File: config.mk
export PLATFORM = sky130hd
export DESIGN_NAME = cfg_xlate
export DESIGN_NICKNAME = d
export VERILOG_FILES = /design/src/rtl/cfgx_pkg.sv /design/src/rtl/cfgx_legal.sv /design/src/rtl/cfgx_map.sv /design/src/rtl/cfg_xlate.sv
export SDC_FILE = /design/constraint.sdc
export NUM_CORES = 1
export LEC_CHECK = 0
export ABC_AREA = 0
export BUFFER_PORTS_ARGS = -buffer_cell sky130_fd_sc_hd__buf_2
export CELL_PAD_IN_SITES_DETAIL_PLACEMENT = 0
export CELL_PAD_IN_SITES_GLOBAL_PLACEMENT = 2
export CORE_MARGIN = 4
export CORE_UTILIZATION = 22
export DETAILED_ROUTE_END_ITERATION = 12
export GPL_ROUTABILITY_DRIVEN = 0
export PLACE_DENSITY = 0.78
export SLEW_MARGIN = 20
export SYNTH_ARGS = -nofsm -noshare
export SYNTH_HDL_FRONTEND = slang
export SYNTH_SLANG_ARGS = --single-unit
export TNS_END_PERCENT = 30
File: constraint.sdc
create_clock -name clk -period 1.22 [get_ports clk]
set_input_delay 0.061 -clock clk [delete_from_list [all_inputs] [get_ports clk]]
set_output_delay 0.061 -clock clk [all_outputs]
set_load 0.02 [all_outputs]
File: src/rtl/cfgx_pkg.sv
package cfgx_pkg;

    typedef enum logic [0:0] {
        ST_IDLE = 1'b0,
        ST_RESP = 1'b1
    } cfgx_state_e;

    localparam int TYPE_W = 3;
    localparam logic [TYPE_W-1:0] WTYPE_NONE = 3'd0;
    localparam logic [TYPE_W-1:0] WTYPE_CFG0 = 3'd4;
    localparam logic [TYPE_W-1:0] WTYPE_CFG1 = 3'd5;

endpackage

File: src/rtl/cfgx_legal.sv
module cfgx_legal #(
    parameter int BUS_W       = 8,
    parameter int DEV_W       = 5,
    parameter int ROOT_DEVS   = 2,
    parameter int LINK_DEVS   = 1
) (
    input  logic [BUS_W-1:0] bus_i,
    input  logic [DEV_W-1:0] dev_i,
    output logic             legal_o
);
    localparam int CNT_W = DEV_W + 1;

    logic [CNT_W-1:0] dev_ext;
    assign dev_ext = CNT_W'(dev_i);

    always_comb begin
        if (bus_i == '0) begin
            legal_o = (dev_ext < CNT_W'(ROOT_DEVS));
        end else if (bus_i == BUS_W'(1)) begin
            legal_o = (dev_ext < CNT_W'(LINK_DEVS));
        end else begin
            legal_o = 1'b1;
        end
    end

    // any device on a bus numbered 2 or above is legal
    always_comb begin
        if (bus_i > BUS_W'(1)) begin
            assert_far_bus_open_R3: assert (legal_o);
        end
    end

endmodule

File: src/rtl/cfgx_map.sv
module cfgx_map
    import cfgx_pkg::*;
#(
    parameter int               BUS_W      = 8,
    parameter int               DEV_W      = 5,
    parameter int               FN_W       = 3,
    parameter int               REG_W      = 12,
    parameter int               ADDR_W     = 32,
    parameter logic [ADDR_W-1:0] LOCAL_BASE = 32'h01FF_C000,
    parameter logic [ADDR_W-1:0] WIN_BASE   = 32'h01F0_0000
) (
    input  logic [BUS_W-1:0]  bus_i,
    input  logic [DEV_W-1:0]  dev_i,
    input  logic [FN_W-1:0]   fn_i,
    input  logic [REG_W-1:0]  reg_i,
    input  logic              legal_i,
    output logic [ADDR_W-1:0] addr_o,
    output logic [TYPE_W-1:0] type_o,
    output logic              tgt_we_o,
    output logic [ADDR_W-1:0] tgt_o
);
    localparam int RID_W   = BUS_W + DEV_W + FN_W;
    localparam int PAD_W   = ADDR_W - RID_W;

    logic [REG_W-1:0]  reg_aligned;
    logic [ADDR_W-1:0] offset;
    logic              local_bus;
    logic              type1_bus;
    logic [RID_W-1:0]  rid;

    assign reg_aligned = {reg_i[REG_W-1:2], 2'b00};
    assign offset      = ADDR_W'(reg_aligned);
    assign local_bus   = (bus_i == '0);
    assign type1_bus   = (bus_i > BUS_W'(1));
    assign rid         = {bus_i, dev_i, fn_i};

    always_comb begin
        addr_o   = '0;
        type_o   = WTYPE_NONE;
        tgt_we_o = 1'b0;
        tgt_o    = '0;
        if (legal_i) begin
            type_o = type1_bus ? WTYPE_CFG1 : WTYPE_CFG0;
            if (local_bus) begin
                addr_o = LOCAL_BASE + offset;
            end else begin
                addr_o   = WIN_BASE + offset;
                tgt_we_o = 1'b1;
                tgt_o    = {rid, {PAD_W{1'b0}}};
            end
        end
    end

    // the alignment step never leaves low address bits set
    always_comb begin
        assert_offset_aligned_R8: assert (offset[1:0] == 2'b00);
    end

endmodule

File: src/rtl/cfg_xlate.sv
module cfg_xlate
    import cfgx_pkg::*;
#(
    parameter int                BUS_W      = 8,
    parameter int                DEV_W      = 5,
    parameter int                FN_W       = 3,
    parameter int                REG_W      = 12,
    parameter int                ADDR_W     = 32,
    parameter int                ROOT_DEVS  = 2,
    parameter int                LINK_DEVS  = 1,
    parameter logic [ADDR_W-1:0] LOCAL_BASE = 32'h01FF_C000,
    parameter logic [ADDR_W-1:0] IO_BASE    = 32'h0100_0000,
    parameter logic [ADDR_W-1:0] SPAN       = 32'h0100_0000,
    parameter logic [ADDR_W-1:0] WIN_SIZE   = 32'h0010_0000
) (
    input  logic              clk,
    input  logic              rst_n,
    input  logic              req_valid,
    input  logic              req_write,
    input  logic [BUS_W-1:0]  req_bus,
    input  logic [DEV_W-1:0]  req_dev,
    input  logic [FN_W-1:0]   req_func,
    input  logic [REG_W-1:0]  req_reg,
    output logic              rsp_valid,
    output logic              rsp_blocked,
    output logic [ADDR_W-1:0] rsp_addr,
    output logic [2:0]        rsp_type,
    output logic              rsp_tgt_we,
    output logic [ADDR_W-1:0] rsp_tgt,
    output logic [ADDR_W-1:0] rsp_rdata
);
    localparam logic [ADDR_W-1:0] WIN_BASE = IO_BASE + SPAN - WIN_SIZE;

    cfgx_state_e       state_q, state_d;

    logic              legal;
    logic [ADDR_W-1:0] map_addr;
    logic [TYPE_W-1:0] map_type;
    logic              map_tgt_we;
    logic [ADDR_W-1:0] map_tgt;

    cfgx_legal #(
        .BUS_W     (BUS_W),
        .DEV_W     (DEV_W),
        .ROOT_DEVS (ROOT_DEVS),
        .LINK_DEVS (LINK_DEVS)
    ) u_legal (
        .bus_i   (req_bus),
        .dev_i   (req_dev),
        .legal_o (legal)
    );

    cfgx_map #(
        .BUS_W      (BUS_W),
        .DEV_W      (DEV_W),
        .FN_W       (FN_W),
        .REG_W      (REG_W),
        .ADDR_W     (ADDR_W),
        .LOCAL_BASE (LOCAL_BASE),
        .WIN_BASE   (WIN_BASE)
    ) u_map (
        .bus_i    (req_bus),
        .dev_i    (req_dev),
        .fn_i     (req_func),
        .reg_i    (req_reg),
        .legal_i  (legal),
        .addr_o   (map_addr),
        .type_o   (map_type),
        .tgt_we_o (map_tgt_we),
        .tgt_o    (map_tgt)
    );

    // next-state decode
    always_comb begin
        state_d = state_q;
        unique case (state_q)
            ST_IDLE: state_d = req_valid ? ST_RESP : ST_IDLE;  // accept / wait
            ST_RESP: state_d = req_valid ? ST_RESP : ST_IDLE;  // stream / drain
            default: state_d = ST_IDLE;
        endcase
    end

    // state register
    always_ff @(posedge clk or negedge rst_n) begin
        if (!rst_n) begin
            state_q <= ST_IDLE;
        end else begin
            state_q <= state_d;
        end
    end

    // response registers, loaded on each accepted request
    always_ff @(posedge clk or negedge rst_n) begin
        if (!rst_n) begin
            rsp_blocked <= 1'b0;
            rsp_addr    <= '0;
            rsp_type    <= WTYPE_NONE;
            rsp_tgt_we  <= 1'b0;
            rsp_tgt     <= '0;
            rsp_rdata   <= '0;
        end else if (req_valid) begin
            rsp_blocked <= !legal;
            rsp_addr    <= map_addr;
            rsp_type    <= map_type;
            rsp_tgt_we  <= map_tgt_we;
            rsp_tgt     <= map_tgt;
            rsp_rdata   <= (!legal && !req_write) ? '1 : '0;
        end
    end

    assign rsp_valid = (state_q == ST_RESP);

    // a response only follows a request
    assert_pulse_follows_req_R2: assert property (@(posedge clk) disable iff (!rst_n)
        rsp_valid |-> $past(req_valid));

    // every request yields a response cycle
    assert_req_answered_R2: assert property (@(posedge clk) disable iff (!rst_n)
        req_valid |=> rsp_valid);

    // a device on bus 0 above 1, or on bus 1 above 0, is blocked
    assert_limit_blocks_R3: assert property (@(posedge clk) disable iff (!rst_n)
        (req_valid && ((req_bus == '0 && req_dev > DEV_W'(1)) ||
                       (req_bus == BUS_W'(1) && req_dev != '0)))
        |=> rsp_blocked);

    // a blocked read is answered with all ones
    assert_blocked_read_ones_R4: assert property (@(posedge clk) disable iff (!rst_n)
        (rsp_valid && rsp_blocked && !$past(req_write)) |-> (rsp_rdata == '1));

    // window type follows the bus threshold
    assert_window_type_R5: assert property (@(posedge clk) disable iff (!rst_n)
        (rsp_valid && !rsp_blocked) |->
        (rsp_type == (($past(req_bus) > BUS_W'(1)) ? 3'd5 : 3'd4)));

    // local bus accesses leave the window target alone
    assert_local_no_tgt_R6: assert property (@(posedge clk) disable iff (!rst_n)
        (rsp_valid && $past(req_bus) == '0) |-> !rsp_tgt_we);

    // every response address is dword aligned
    assert_addr_aligned_R8: assert property (@(posedge clk) disable iff (!rst_n)
        rsp_valid |-> (rsp_addr[1:0] == 2'b00));

    // blocked requests program nothing
    assert_blocked_quiet_R9: assert property (@(posedge clk) disable iff (!rst_n)
        (rsp_valid && rsp_blocked) |-> (!rsp_tgt_we && rsp_addr == '0));

endmodule

* Word level (Yosys, flattened, before mapping)
Index checks and enable logic that the tools add are counted.
** Cells by class
- $add $sub $neg :: 2
- Magnitude comparators :: 3
- Equal/unequal tests :: 1
- Mux-type cells :: 12
- Reduce and logical (&&, ||, !) cells :: 4
** Operator list (count)
- two-way mux 32 bit :: 5
- adder 25 x 12 -> 26 bit, first input constant :: 2
- equality test 8 x 1 -> 1 bit, second input constant :: 1
- greater-than comparator 8 x 1 -> 1 bit, second input constant :: 1
- zero test 8 bit :: 1
- two-way mux 1 bit :: 6
- less-than comparator 5 x 1 -> 1 bit, second input constant :: 1
- less-than comparator 5 x 2 -> 1 bit, second input constant :: 1
- two-way mux 3 bit :: 1
- zero test 1 bit :: 2
- logical AND 1 bit :: 1
** Storage, ports and cells
- Bits in registers :: 102
- Input bits :: 32
- Output and inout bits :: 102
- Logic and storage cells :: 29

* Depth between registers and ports, before layout
Gate-level depths: netlist (run 1).
- Depth after elaboration :: 6
- Gate-level depth with buffers :: 5
- Mapped depth without buffers :: 4

* By module
From an unflattened synthesis (run 1), not the netlist that was laid out.
** Unflattened totals
- Cell total of the unflattened synthesis :: 272
- Area, all modules :: 3791.1 um^2
** By module, submodules not included
- cfg_xlate :: times used 1, cells each 183, area each 3206.8 um^2, sequential area each 1776.7 um^2
- cfgx_map :: times used 1, cells each 84, area each 551.8 um^2, sequential area each 0.0 um^2
- cfgx_legal :: times used 1, cells each 5, area each 32.5 um^2, sequential area each 0.0 um^2

* Least setup slack after synthesis (run 1)
No wires, ideal clock.
- Path kind :: register -> output
- Start point :: register, netlist name rsp_rdata[30]
- End point :: output rsp_rdata[10]
- Arrival :: 1.159 ns
- Required time :: 1.159 ns
- Setup slack :: 0.000 ns
- Cell stages (with the launch flop) :: 2
- Path buffers :: 1
- Cells stage by stage :: dfrtp_1 > buf_4
** RTL lines
- to (decl) :: line cfg_xlate.sv:30 : output logic [ADDR_W-1:0] rsp_rdata

==> metrics.md, run 1 <==
| Metric | Value |
|---|---|
| Final hold vios | 0 |
| Deepest clock path buffer count | 2 |
| Pin count of the biggest net entering global routing | 34 |
| CP Max Fanout | 33 |
| # nets final | 292 |
| Gr usage total | 8.54% |
| Max incr delay on CP | 580 ps |
| CTS HTree Levels | 2 |
| TritonRoute pass-1 iters | 4 |
| Switching portion of total power | 32.5% |
| Global-route wire length before repair | 6760 um |
| Total power | 3.11 mW |
| FILL cells | 903 |
| Largest area contributor in the synthesized netlist | dfrtp_1 |
| F_max | 887 MHz |
| Die Area | 10000 um^2 |
| Worst hold-check path type | input port to register |
| Core Box Area | 8260 um^2 |
| Async SR Flop Fraction | 100% |
| Clock power frac | 33.6% |
| Worst VDD drop | 0.475 mV |
| Fin Hold WS | 10.3 ps |
| Share of cells above drive strength 1 | 56.3% |
| CP Capture Type | output pin |
| Vias per cell | 3.72 |
| NetSw | 1.01 mW |
| Internal power | 2.10 mW |
| Die Ht | 100 um |
| Final ANT Viol Nets | 0 |
| Later-pin clock latency in the skew report | 280 ps |
| Fin cells | 366 |
| Setup violations, final | 0 |
| RSZ-0062 raised after global routing | no |
| Clk slew on worst S/H paths | 70 ps |
| Detailed placement HPWL | 3440 um |
| Cell Chain, Critical Path | buf_2 |
| Critical Path Start Type | register |
| Sequential fraction of the synthesis area | 44.2% |
| Clock root buffer | clkbuf_8 |
| Top post-synthesis cells by area | dfrtp_1, buf_4, o2bb2ai_2 |
| Mean post-synth cell area | 11.1 um^2 |
| Final Util | 29.7% |
| # port buffers | 103 |
| P_leak | 1.35 nW |
| CP arrival | 1070 ps |
| Status | complete, no violations |
| P per Cell Area | 1270 nW/um^2 |
| Synth top area share | 44.2% |
| Row Count | 33 |
| Sink Count | 33 |
| Initial Util | 22.6% |
| DR DRC count | 0 |
| CTS tree | built |
| Final WL | 4440 um |
| Vias in the first global route | 1349 |
| Slew Viols, Final | 0 |
| Comb power frac | 25.9% |
| CP delay by family, top | flip-flops |
| Crit Path Class | register to output pin |
| Top FF cell, synth | dfrtp_1 |
| Reg2Reg Setup Slack | 300 ps |
| CP bufs+invs | 1 |
| Yosys cell types | 25 |
| Vias | 1360 |
| Post-synthesis cell count | 169 |
| Synth warn | 0 |
| Starting DRT DRC Count | 26 |
| Initial antenna violation count | 0 |
| Dpl cells | 344 |
| Period utilization | 92.4% |
| Average wire per standard cell | 12.1 um |
| Sequential power share | 40.5% |
| Register bit count reported by yosys | 33 |
| Critical Path RT | 1160 ps |
| ANT cells | 0 |
| CTS buffer count | 5 |
| CP max stage cell | dfrtp_4 |
| GRT overflow | 0 |
| Area Growth Syn to Fin | 31.1% |
| Max Cap Violations | 0 |
| Die X | 100 um |
| Post-synth EDFFs | 0 |
| Clk_skew | 0 ps |
| Tmin final | 1130 ps |
| I/O pins | 134 |
| Post-Syn Area | 1870 um^2 |
[kinds of logic (layout without fill, tap and decap cells)]
kind of cell | count (synthesis) | in the layout | share of synthesized area, %
buffers and inverters | 91 | 156 | 32.6
other | 1 | 28 | 0.201
DFF | 33 | 33 | 44.2
and+or+nand+nor | 8 | 8 | 2.95
muxes | 7 | 7 | 4.22
AOI/OAI and AO/OA | 29 | 29 | 15.9
[area by class of cell]
| class | count | area (um^2) | share of cell area, % |
|---|---|---|---|
| multi-input combinational | 72 | 536 | 21.9 |
| sequential | 33 | 830 | 33.9 |
| inverter | 18 | 67.6 | 2.76 |
| clock inverter | 3 | 46.3 | 1.89 |
| timing repair buffer | 130 | 771 | 31.5 |
| clock buffer | 5 | 68.8 | 2.81 |
| tap | 105 | 131 | 5.36 |
[metrics by stage]
| step | instance area (um^2) | setup WS (ps) | TNS, ps |
|---|---|---|---|
| floorplan | 1970 | 11.5 | 0 |
| global route | 2450 | 3.43 | 0 |
| CTS | 2410 | 43.3 | 0 |
| detailed placement | 2190 | -264 | -5040 |
| global placement | 2190 | -250 | -4890 |
| finish | 2450 | 92.6 | 0 |
[path summary, 6_finish.rpt]
kind / startpoint / endpoint / depth (start not counted)
worst max-delay path: rsp_rdata[30] / rsp_rdata[4] / 1
worst min-delay path: req_dev[1] / rsp_tgt[20] / 2
worst max register to register: rsp_rdata[30] / rsp_rdata[30] / 1
worst min register to register: rsp_type[0] / rsp_type[0] / 1
max in group asynchronous: rst_n / rsp_tgt[20] / 3
min in group asynchronous: rst_n / rsp_addr[8] / 2
[cells in the mapped netlist (2+ instances only)]
cell type,instances
a22o_1,5
buf_1,2
buf_4,69
dfrtp_1,33
inv_1,18
mux2_2,7
nand2_1,2
nor4_1,2
o21ai_0,2
o2bb2ai_1,7
o2bb2ai_2,8
[layer usage]
layer  global-route usage (%)  routed length [um]
met1                     10.6                1840
met2                     14.2                2060
met3                     2.92                 515
met4                     2.18                  17
met5                        0                   0
[power by group through the flow]
stage / Sequential [mW] / Combinational (mW) / Clock [mW]
floorplan: 1.40 / 0.516 / 0
global placement: 1.28 / 0.768 / 0
detailed placement: 1.28 / 0.777 / 0
CTS: 1.26 / 0.804 / 1.10
global route: 1.28 / 0.868 / 1.15
finish: 1.26 / 0.805 / 1.04
[cells in the final DEF (no fill, tap or decap), types with 2 or more instances in the layout]
cell type / n
dlygate4sd3_1: 11
a22o_1: 5
conb_1: 28
clkbuf_8: 5
o2bb2ai_1: 7
buf_12: 2
o2bb2ai_2: 8
mux2_2: 7
nand2_1: 2
o21ai_0: 2
buf_4: 14
inv_1: 18
buf_2: 103
nor4_1: 2
dfrtp_1: 32
[sequential cells by signal (all words and copies together), names as in the netlist]
| register | cells |
|---|---|
| rsp_valid | 1 |
| rsp_type | 1 |
| rsp_blocked | 1 |
| rsp_tgt_we | 1 |
| rsp_tgt | 16 |
| rsp_addr | 12 |
| rsp_rdata | 1 |
[timing repair]
action                                 CTS  global route
hold buffers                            11             0
resized for setup                        1             0
setup endpoints to repair               32             3
endpoints found under the hold margin   28             0
buffers inserted                         0             3
(Power assumes the default switching activity.)
==> run 2: changes to the inputs <==
==> constraint.sdc (replaced) <==
create_clock -name clk -period 1.22 [get_ports clk]
set_input_delay 0.061 -clock clk [delete_from_list [all_inputs] [get_ports clk]]
set_output_delay 0.061 -clock clk [all_outputs]
set_load 0.005 [all_outputs]
==> run 2 against run 1 <==
Worst setup slack worse by 5.0 ps. Critical path depth unchanged. Maximum frequency down 0.44%. Combinational power down 34%. Sequential share of layout area about the same. Total power down 8.2%. Critical endpoint is now rsp_rdata[7]. Routed wire length down 5.6%.
==> metrics.md, run 2 (synthesized netlist as in run 1, its figures left out) <==
| Metric | Value |
|---|---|
| Status | complete, no violations |
| CP Max Fanout | 33 |
| RSZ-0062 raised after global routing | no |
| Placed cell area | 2190 um^2 |
| CTS buffer count | 5 |
| Final Util | 29.6% |
| Critical path depth | 1 |
| I/O pins | 134 |
| Commonest non-fill, non-tap cell in the layout | buf_2 |
| Worst hold-check path type | input port to register |
| Critical Path Start Type | register |
| CTS tree | built |
| Clock root buffer | clkbuf_8 |
| Fin area | 2440 um^2 |
| GR Util met1 | 9.01% |
| Die Area | 10000 um^2 |
| Initial Util | 22.6% |
| Clk_skew | 0 ps |
| Number of flip-flops under the largest register name | 16 |
| Crit Path Class | register to output pin |
| Dpl cells | 344 |
| CP Capture Type | output pin |
| Met3 Use GR | 3.06% |
| Sink Count | 33 |
| Final hold vios | 0 |
| Tmin final | 1130 ps |
| GRT overflow | 0 |
| Slew Viols, Final | 0 |
| P_leak | 1.35 nW |
| Global-route wire length before repair | 6050 um |
| CP delay by family, top | flip-flops |
| Sum Neg Setup Slack | 0 ps |
| Top Registers | rsp_tgt: 16 flops, rsp_addr: 12 flops |
| CP bufs+invs | 1 |
| # nets final | 291 |
| Most frequent cells in the layout | buf_2, dfrtp_1, conb_1, inv_1, buf_4 |
| Detailed placement HPWL | 3250 um |
| Vias in the first global route | 1205 |
| Cell Chain, Critical Path | buf_2 |
| Fin cells | 365 |
| Critical Path RT | 1160 ps |
| Deepest clock path buffer count | 2 |
| P per Cell Area | 1170 nW/um^2 |
| Die Ht | 100 um |
| Final worst-path setup slack | 87.6 ps |
| Most flops, register | rsp_tgt |
| Starting DRT DRC Count | 23 |
| Worst Setup SP | rsp_rdata[30] |
| # port buffers | 103 |
| Gr usage total | 7.65% |
| Multi-input logic area | 536 um^2 |
| Max Cap Violations | 0 |
| Max incr delay on CP | 600 ps |
| CP arrival | 1070 ps |
| Row Count | 33 |
| Die X | 100 um |
| CP max stage cell | dfrtp_2 |
| FILL cells | 882 |
| F_max | 883 MHz |
| Final ANT Viol Nets | 0 |
| Vias per cell | 3.68 |
| Reg2Reg Setup Slack | 300 ps |
| Final WL | 4190 um |
| Seq. cell area | 827 um^2 |
| CTS HTree Levels | 2 |
| Area Growth Syn to Fin | 30.7% |
| Average wire per standard cell | 11.5 um |
| Period utilization | 92.8% |
| DR DRC count | 0 |
| Core Box Area | 8260 um^2 |
| Crit path capture | rsp_rdata[7] |
| GRT Max-Usage Layer | met2 |
| R2R Path Start | rsp_rdata[30] |
| Initial antenna violation count | 0 |
| Pin count of the biggest net entering global routing | 34 |
| Vias | 1344 |
| Worst VDD drop | 0.412 mV |
| Critical R2R Capture | rsp_rdata[30] |
| GR Layer Usage met2 | 12.8% |
| Share of cells above drive strength 1 | 56.5% |
| Later-pin clock latency in the skew report | 280 ps |
| Dpl ws | -283 ps |
| Setup violations, final | 0 |
| ANT cells | 0 |
| Reg2reg path depth | 1 |
| Clk slew on worst S/H paths | 70 ps |
| TritonRoute pass-1 iters | 4 |
==> run 2: cell types whose count changed in the layout (fill, tap and decap cells not counted) <==
cell           delta
dfrtp_2           +1
dlygate4sd3_1     -1
clkinv_4          -1
dfrtp_4           -1
clkbuf_8          +1
==> run 2: how the worst min path moves through the flow <==
| stage | from | to | depth (start not counted) |
|---|---|---|---|
| final | req_func[1] | rsp_tgt[17] | 3 |
| after global routing | req_reg[6] | rsp_addr[6] | 3 |
| after CTS | req_reg[11] | rsp_addr[11] | 3 |
| after detailed placement | rst_n | rsp_addr[10] | 1 |
| after global placement | rst_n | rsp_addr[8] | 1 |
| after floorplan | rst_n | rsp_addr[10] | 0 |
==> run 2: report_power, final <==
part / switching, mW / internal, mW
Combinational: 0.240 / 0.289
Clock: 0.404 / 0.664
Sequential: 0.0663 / 1.19
==> run 2: cell type report <==
cell class / count / share of cell area [%]
well taps: 105 / 5.38
repair buffers: 129 / 31.1
clock buffers: 6 / 3.38
multi-input cells: 72 / 21.9
clock inverters: 2 / 1.54
flip-flops and latches: 33 / 33.9
inverters: 18 / 2.77
==> run 2: timing repair <==
item                                    CTS  global route
endpoints found under the hold margin    36             1
hold buffers                              9             1
endpoints found under the setup margin   32             2
gates resized for setup                   1             0
gates cloned                              0             0
buffers inserted                          0             3
==> run 2: routing by layer <==
metal | wire length (um) | vias to the layer above
met1 | 1670 | 620
met4 | 0 | 0
met2 | 2010 | 83
li1 | - | 641
met3 | 521 | 0
met5 | 0 | -
==> run 2: per-stage QoR <==
stage                     power (mW)  hold slack [ps]
final                           2.85             8.18
after floorplan                 1.64             -235
after global placement          1.77            -2.52
after detailed placement        1.78            -3.65
after global routing            3.02             6.46
after CTS                       2.91            0.234
==> run 3: changes to the inputs <==
==> constraint.sdc (replaced) <==
create_clock -name clk -period 1.22 [get_ports clk]
set_input_delay 0.244 -clock clk [delete_from_list [all_inputs] [get_ports clk]]
set_output_delay 0.244 -clock clk [all_outputs]
set_load 0.005 [all_outputs]
==> run 3 against run 2 <==
Global-route usage rose by 0.30 points. The run now ends with negative setup slack left. Maximum frequency fell by 11%. Clock power fell by 22%. Via count fell by 1.9%. Combinational power barely moved. Clock skew did not move. Sequential cell count did not move. Total power fell by 8.3%. Final area fell by 4.0%. Core utilization fell by 1.2 points. Cell count fell by 2.7%. Sequential share of layout area rose by 1.5 points.
==> metrics.md, run 3 (synthesized netlist as in run 1, its figures left out) <==
| Metric | Value |
|---|---|
| Status | finished with violations |
| Failing checks | negative setup slack |
| Fin cells | 355 |
| Vias in the first global route | 1202 |
| P_leak | 1.30 nW |
| Sum Neg Setup Slack | -1750 ps |
| Worst VDD drop | 0.428 mV |
| Critical Path Start Type | register |
| DR DRC count | 0 |
| Global-route wire length before repair | 6190 um |
| Most flops, register | rsp_tgt |
| Sink Count | 33 |
| Average wire per standard cell | 12.0 um |
| Die X | 100 um |
| Hold Crit Depth | 3 |
| CTS HTree Levels | 2 |
| Pin count of the biggest net entering global routing | 34 |
| RSZ-0062 raised after global routing | yes |
| Clk_skew | 0 ps |
| Gr usage total | 7.94% |
| Final ANT Viol Nets | 0 |
| Deepest clock path buffer count | 2 |
| Setup violations, final | 33 |
| Clock root buffer | clkbuf_8 |
| Most frequent cells in the layout | buf_2, dfrtp_1, conb_1, inv_1, buf_4 |
| # port buffers | 103 |
| Critical Path RT | 980 ps |
| Core Box Area | 8260 um^2 |
| Placed cell area | 2210 um^2 |
| Number of flip-flops under the largest register name | 16 |
| I/O pins | 134 |
| Period utilization | 105% |
| Initial antenna violation count | 0 |
| CP Capture Type | output pin |
| Share of cells above drive strength 1 | 59.2% |
| Area Growth Syn to Fin | 25.5% |
| Die Ht | 100 um |
| Top Registers | rsp_tgt: 16 flops, rsp_addr: 12 flops |
| GRT overflow | 0 |
| F_max | 783 MHz |
| Starting DRT DRC Count | 12 |
| CP arrival | 1030 ps |
| Die Area | 10000 um^2 |
| Vias per cell | 3.72 |
| Vias | 1319 |
| Max Cap Violations | 0 |
| CTS buffer count | 5 |
| Total power | 2.62 mW |
| Worst hold-check path type | input port to register |
| Final hold vios | 0 |
| Reg2Reg Setup Slack | 280 ps |
| # nets final | 282 |
| Crit Path Class | register to output pin |
| Critical R2R Capture | rsp_rdata[30] |
| TritonRoute pass-1 iters | 3 |
| Reg2reg path depth | 2 |
| FILL cells | 895 |
| CTS tree | built |
| HP Start | req_reg[2] |
| Final WL | 4250 um |
| Tmin final | 1280 ps |
| Dpl cells | 345 |
| R2R Path Start | rsp_rdata[30] |
| Initial Util | 22.6% |
| Slew Viols, Final | 0 |
| P per Cell Area | 1120 nW/um^2 |
| Commonest non-fill, non-tap cell in the layout | buf_2 |
| Clk slew on worst S/H paths | 60 ps |
| Final worst-path setup slack | -57.1 ps |
| ANT cells | 0 |
| Later-pin clock latency in the skew report | 280 ps |
| Row Count | 33 |
| WHS Endpoint | rsp_addr[2] |
| Fin area | 2340 um^2 |
| Detailed placement HPWL | 3250 um |
| CP Max Fanout | 16 |
[run 3: what timing repair did]
item | CTS | global route
gates resized for setup | 1 | 4
pin swaps | 0 | 1
buffers inserted | 0 | 2
hold buffers | 1 | 0
setup endpoints to repair | 32 | 38
hold endpoints to repair | 33 | 0
[run 3: critical path, cell delays in order, from the launching register on]
cell,delay [ps]
dfrtp_4,480
buf_6,150
buf_2,130
[run 3: power by group]
part           leakage [nW]  internal [mW]  switching, mW
Sequential            0.395           1.19         0.0567
Clock                0.0443          0.448          0.389
Combinational         0.862          0.274          0.257
Total                  1.30           1.91          0.703
[run 3: worst max path at each step]
stage / depth (start not counted) / slack [ps] / startpoint / end
CTS: 1 / -80 / rsp_rdata[30] / rsp_rdata[25]
finish: 2 / -60 / rsp_rdata[30] / rsp_rdata[3]
global route: 2 / -100 / rsp_rdata[30] / rsp_rdata[4]
detailed placement: 5 / -300 / req_bus[7] / rsp_rdata[30]
floorplan: 5 / -130 / req_dev[1] / rsp_blocked
global placement: 5 / -270 / req_bus[7] / rsp_rdata[30]
[run 3: metrics by stage]
step / utilization (%) / setup slack [ps] / hold WS [ps]
finish: 28.4 / -57.1 / 190
global route: 28.4 / -103 / 176
CTS: 28.0 / -76.6 / 178
detailed placement: 26.8 / -300 / 217
global placement: 26.8 / -271 / 216
floorplan: - / -129 / -51.6
[run 3: cell type report]
cell class / instances / area, um^2 / share of cell area (%)
inverters: 18 / 67.6 / 2.88
well taps: 105 / 131 / 5.60
clock buffers: 7 / 86.3 / 3.68
multi-input cells: 72 / 564 / 24.1
repair buffers: 120 / 666 / 28.4
flip-flops and latches: 33 / 830 / 35.4
[run 3: per-layer routing]
layer	track usage (%)	up-vias	part of all wire, %
li1	-	621	-
met1	9.85	603	39
met2	12.5	92	46
met3	3.13	3	14
met4	2.80	0	0.71
met5	0	-	0
